File: config.mk
export PLATFORM = sky130hd
export DESIGN_NAME = uart_txh
export DESIGN_NICKNAME = d
export VERILOG_FILES = /design/src/rtl/uart_txh_pkg.sv /design/src/rtl/txh_hold.sv /design/src/rtl/txh_shift.sv /design/src/rtl/uart_txh.sv
export SDC_FILE = /design/constraint.sdc
export NUM_CORES = 1
export LEC_CHECK = 0
export BUFFER_PORTS_ARGS = -buffer_cell sky130_fd_sc_hd__buf_4
export CAP_MARGIN = 10
export CORE_MARGIN = 2
export CORE_UTILIZATION = 30
export DETAILED_ROUTE_END_ITERATION = 8
export PLACE_DENSITY = 0.47
export SLEW_MARGIN = 20
export SYNTH_ARGS = -nofsm -noshare
export SYNTH_HDL_FRONTEND = slang
export SYNTH_SLANG_ARGS = --single-unit
File: constraint.sdc
create_clock -name clk_i -period 1.4 [get_ports clk_i]
set_input_delay 0.28 -clock clk_i [delete_from_list [all_inputs] [get_ports clk_i]]
set_output_delay 0.28 -clock clk_i [all_outputs]
set_load 0.05 [all_outputs]
File: src/rtl/uart_txh_pkg.sv
package uart_txh_pkg;
  localparam int unsigned TXH_DATA_W = 8;
endpackage

File: src/rtl/txh_hold.sv
module txh_hold #(
  parameter int unsigned DATA_W = 8
) (
  input  logic              clk_i,
  input  logic              rst_ni,
  input  logic              wr_en_i,
  input  logic [DATA_W-1:0] wr_data_i,
  input  logic              load_i,
  input  logic              first_done_i,
  output logic [DATA_W-1:0] data_o,
  output logic              full_o,
  output logic              empty_o
);
  always_ff @(posedge clk_i or negedge rst_ni) begin
    if (!rst_ni) begin
      data_o  <= '0;
      full_o  <= 1'b0;
      empty_o <= 1'b1;
    end else begin
      if (wr_en_i) data_o <= wr_data_i;
      if (wr_en_i)     full_o <= 1'b1;
      else if (load_i) full_o <= 1'b0;
      // flag waits for the first data bit to leave, and only if nothing is queued
      if (wr_en_i)                         empty_o <= 1'b0;
      else if (first_done_i && !full_o)    empty_o <= 1'b1;
    end
  end

  assert_write_clears_R3: assert property (@(posedge clk_i) disable iff (!rst_ni)
    wr_en_i |=> !empty_o);
  assert_full_not_empty_R7: assert property (@(posedge clk_i) disable iff (!rst_ni)
    full_o |-> !empty_o);
endmodule

File: src/rtl/txh_shift.sv
module txh_shift #(
  parameter int unsigned DATA_W = 8,
  localparam int unsigned STOP_POS = DATA_W + 1,
  localparam int unsigned POS_W = $clog2(DATA_W + 2)
) (
  input  logic              clk_i,
  input  logic              rst_ni,
  input  logic              tick_i,
  input  logic              hold_full_i,
  input  logic [DATA_W-1:0] load_data_i,
  output logic              load_o,
  output logic              first_done_o,
  output logic              busy_o,
  output logic [POS_W-1:0]  pos_o,
  output logic              txd_o
);
  logic [DATA_W-1:0] sh_q;
  logic              at_stop;

  always_comb begin
    at_stop      = busy_o && (pos_o == POS_W'(STOP_POS));
    load_o       = tick_i && hold_full_i && (!busy_o || at_stop);
    first_done_o = tick_i && busy_o && (pos_o == POS_W'(1));
    if (!busy_o)                txd_o = 1'b1;
    else if (pos_o == '0)       txd_o = 1'b0;
    else if (at_stop)           txd_o = 1'b1;
    else                        txd_o = sh_q[0];
  end

  always_ff @(posedge clk_i or negedge rst_ni) begin
    if (!rst_ni) begin
      busy_o <= 1'b0;
      pos_o  <= '0;
      sh_q   <= '0;
    end else if (load_o) begin
      busy_o <= 1'b1;
      pos_o  <= '0;
      sh_q   <= load_data_i;
    end else if (tick_i && busy_o) begin
      if (at_stop) begin
        busy_o <= 1'b0;
        pos_o  <= '0;
      end else begin
        pos_o <= pos_o + POS_W'(1);
        if (pos_o != '0) sh_q <= sh_q >> 1;
      end
    end
  end

  assert_line_holds_R4: assert property (@(posedge clk_i) disable iff (!rst_ni)
    !$past(tick_i) |-> $stable(txd_o));
endmodule

File: src/rtl/uart_txh.sv
module uart_txh
  import uart_txh_pkg::*;
#(
  parameter int unsigned DATA_W = TXH_DATA_W,
  localparam int unsigned POS_W = $clog2(DATA_W + 2)
) (
  input  logic              clk_i,
  input  logic              rst_ni,
  input  logic              wr_en_i,
  input  logic [DATA_W-1:0] wr_data_i,
  input  logic              bit_tick_i,
  output logic              txd_o,
  output logic              empty_o,
  output logic              irq_o
);
  logic              load, first_done, hold_full, busy;
  logic [DATA_W-1:0] hold_data;
  logic [POS_W-1:0]  pos;

  txh_hold #(.DATA_W(DATA_W)) u_hold (
    .clk_i(clk_i), .rst_ni(rst_ni),
    .wr_en_i(wr_en_i), .wr_data_i(wr_data_i),
    .load_i(load), .first_done_i(first_done),
    .data_o(hold_data), .full_o(hold_full), .empty_o(empty_o)
  );

  txh_shift #(.DATA_W(DATA_W)) u_shift (
    .clk_i(clk_i), .rst_ni(rst_ni),
    .tick_i(bit_tick_i), .hold_full_i(hold_full), .load_data_i(hold_data),
    .load_o(load), .first_done_o(first_done),
    .busy_o(busy), .pos_o(pos), .txd_o(txd_o)
  );

  assign irq_o = empty_o;

  assert_empty_after_bit0_R6: assert property (@(posedge clk_i) disable iff (!rst_ni)
    $rose(empty_o) |-> busy && (pos == POS_W'(2)));
  assert_no_gap_R8: assert property (@(posedge clk_i) disable iff (!rst_ni)
    (bit_tick_i && busy && pos == POS_W'(DATA_W + 1) && hold_full) |=> (busy && pos == '0 && !txd_o));
  assert_idle_start_R5: assert property (@(posedge clk_i) disable iff (!rst_ni)
    (!busy && !bit_tick_i) |=> !busy);
endmodule

==> results.sh <==
export IMPL_arrival_ns=1.39
export IMPL_timing_hold_ws_ns=0.231
export IMPL_grt_use_met1_pct=17.8
export IMPL_synth_main_ff_cell="dfrtp_1"
export IMPL_multi_input_area_um2=634
export IMPL_power_mw=2.53
export IMPL_reg2reg_depth=8
export IMPL_clock_path_buffers=2
export IMPL_nets=148
export IMPL_mostFrequentLayoutCells="29 x buf_4, 22 x dfrtp_1, 8 x mux2_2, 7 x a211o_1"
export IMPL_worstReg2RegStart="u_shift.pos_o[1]"
export IMPL_clock_skew_ns=0.00219
export IMPL_violations="negative setup slack"
export IMPL_maxCapViolCount=0
export IMPL_cts_root_buf="clkbuf_8"
export IMPL_grtUsageMet2_pct=18.6
export IMPL_async_reset_ff_share_pct=100
export IMPL_final_cell_area_mm2=0.00164
export IMPL_dp_hpwl_um=1760
export IMPL_ys_top_cells_by_area="dfrtp_1 47%, mux2_2 7.7%, a211o_1 5.3%, o221a_2 4.8%, ha_1 3.2%"
export IMPL_fin_cells=180
export IMPL_r2r_end="u_shift.sh_q[3]"
export IMPL_worstMarginPinSlew_ns=0.309
export IMPL_die_height_um=66.3
export IMPL_synth_top_area_share_pct=47.2
export IMPL_critPathLaunchType="register"
export IMPL_grt_pass1_vias=901
export IMPL_grt_pass1_wl_um=4130
export IMPL_post_drt_via_cell_ratio=4.99
export IMPL_fillers=370
export IMPL_max_freq_mhz=600
export IMPL_ff2ff_setup_slack_ns=-0.23
export IMPL_die_area_mm2=0.00440
export IMPL_cts_tree="built"
export IMPL_cts_buffers_inserted=3
export IMPL_cts_clk_slew_worst_paths_ns=0.08
export IMPL_n_antenna_cell=0
export IMPL_fin_ws_ns=-0.266
export IMPL_worstPathRequired_ns=1.12
export IMPL_final_max_slew_viol_count=0
export IMPL_worstSetupPathType="register to output port"
export IMPL_ys_seq_elements=23
export IMPL_crit_start="u_shift.pos_o[0]"
export IMPL_rsz0062_at_grt="true"
export IMPL_htreeDepth=1
export IMPL_top_usage_layer="met2"
export IMPL_io_pins=15
export IMPL_dp_slack_ns=-0.142
export IMPL_layout_commonest_cell="buf_4"
export IMPL_place_gp_congestion=0.731
export IMPL_synth_cell_type_count=33
export IMPL_synthesis_nets=115
export IMPL_syn_cell_area_mm2=0.00117
export IMPL_row_count=22
export IMPL_p_per_area_mw_per_mm2=1540
export IMPL_avgSynthCellArea_um2=11.7
export IMPL_yosysTopAreaCell="dfrtp_1"
export IMPL_antenna_found_initial=0
export IMPL_p_leak_nw=0.707
export IMPL_endpoint_kind="output port"
export IMPL_io_buffers=14
export IMPL_drive_above_1_share_pct=52.3
export IMPL_drtIter0Drc=24
export IMPL_synth_cells=100
export IMPL_dr_pass1_iters=4
export IMPL_slew_headroom_pct=79.4
export IMPL_vias=898
export IMPL_ys_seq_area_share_pct=49.5
export IMPL_final_hold_viol_count=0
export IMPL_finalWirelength_um=2410
export IMPL_area_growth_pct=40.2
export IMPL_cp_endpoint="txd_o"
export IMPL_track_usage_pct=12.3
export IMPL_drt_drc_violations_left=0
export IMPL_grt_start_max_net_pins=24
export IMPL_clock_sinks=23
export IMPL_ant_nets=0
export IMPL_grt_util_met3_pct=2.73
export IMPL_fin_crit_sh_pct=119
export IMPL_setup_viol=13
export IMPL_vdd_drop_max_uv=509
export IMPL_period_needed_ns=1.67
export IMPL_wl_per_cell_um=13.4
export IMPL_dp_cells=169
export IMPL_core_area_mm2=0.00369
export IMPL_placed_area_mm2=0.00142
export IMPL_start_util_pct=31.6
export IMPL_seq_area_um2=577
export IMPL_hp_class="primary input to register"
export IMPL_synth_edf_count=0
export IMPL_crit_path_max_fanout=3
export IMPL_outcome="finished with violations"
export IMPL_yosys_warnings=0
export IMPL_fp_dieW_um=66.3
export IMPL_clk_latency_ns=0.26
export IMPL_grt_overflow_total=0
[flip-flops by register name, indices dropped and copies added (netlist names)]
register / flops
u_hold.data_o: 8
u_shift.sh_q: 8
u_hold.full_o: 1
u_hold.empty_o: 1
u_shift.busy_o: 1
u_shift.pos_o: 4
[stage by stage]
| stage | util [%] | setup TNS [ns] |
|---|---|---|
| global placement | 38.5 | -0.923 |
| detailed placement | 38.5 | -1.05 |
| finish | 44.3 | -2.29 |
| global route | 44.3 | -3.22 |
| CTS | 42.7 | -1.94 |
| floorplan | - | -0.775 |
[where the power goes]
group | switching [mW] | internal (mW)
Clock | 0.212 | 0.198
Sequential | 0.157 | 0.835
Combinational | 0.483 | 0.640
[critical path, stage by stage, from the launching register on]
cell and delay [ns]:
dfrtp_1 0.43, inv_1 0.08, ha_2 0.17, nand2b_1 0.06, a21oi_2 0.17, o21ai_4 0.06, buf_6 0.15
[Yosys cell counts, drive strengths merged (2+ instances only)]
cell type   n
buf         6
a21oi       4
ha          3
o21ai       7
mux2        8
clkbuf      2
inv         6
nand3       2
nor2        3
a211o       7
nand2       6
dfrtp      22
nand3b      2
o221a       7
[cell families (layout without fill, tap and decap cells)]
logic type	count (synthesis)	count (layout)	synth area share [%]
DFF	23	23	49.5
buffers and inverters	14	46	6.12
muxes	9	9	8.58
and+or+nand+nor	19	19	9.55
adders and majority gates	3	3	3.22
AOI/OAI and AO/OA	32	32	23.1
[metal layers]
| layer | share of wire [%] | vias up |
|---|---|---|
| li1 | - | 431 |
| met2 | 46 | 18 |
| met1 | 49 | 447 |
| met5 | 0 | - |
| met3 | 4.1 | 2 |
| met4 | 0.54 | 0 |
[layout make-up]
class / instances / area share [%]
clock inverters: 1 / 0.306
repair buffers: 36 / 18.1
multi-input cells: 63 / 38.8
inverters: 6 / 1.38
well taps: 48 / 3.67
clock buffers: 3 / 2.52
flip-flops and latches: 23 / 35.3
[worst min-delay path by stage]
stage | startpoint | end | cells past startpoint
2_1_floorplan | rst_ni | u_hold.data_o[0] | 0
3_3_place_gp | rst_ni | u_hold.full_o | 1
3_5_place_dp | rst_ni | u_hold.full_o | 1
4_1_cts | wr_en_i | u_hold.empty_o | 2
5_1_grt | wr_data_i[0] | u_hold.data_o[0] | 2
6_report | wr_en_i | u_hold.empty_o | 2
[what timing repair did]
item,in CTS,in global routing
pin swaps,3,7
endpoints found under the setup margin,10,13
setup buffers,4,1
resized for setup,13,14
hold buffers,1,0
gates cloned,0,1
hold endpoints to repair,22,0
(Power assumes the default switching activity.)
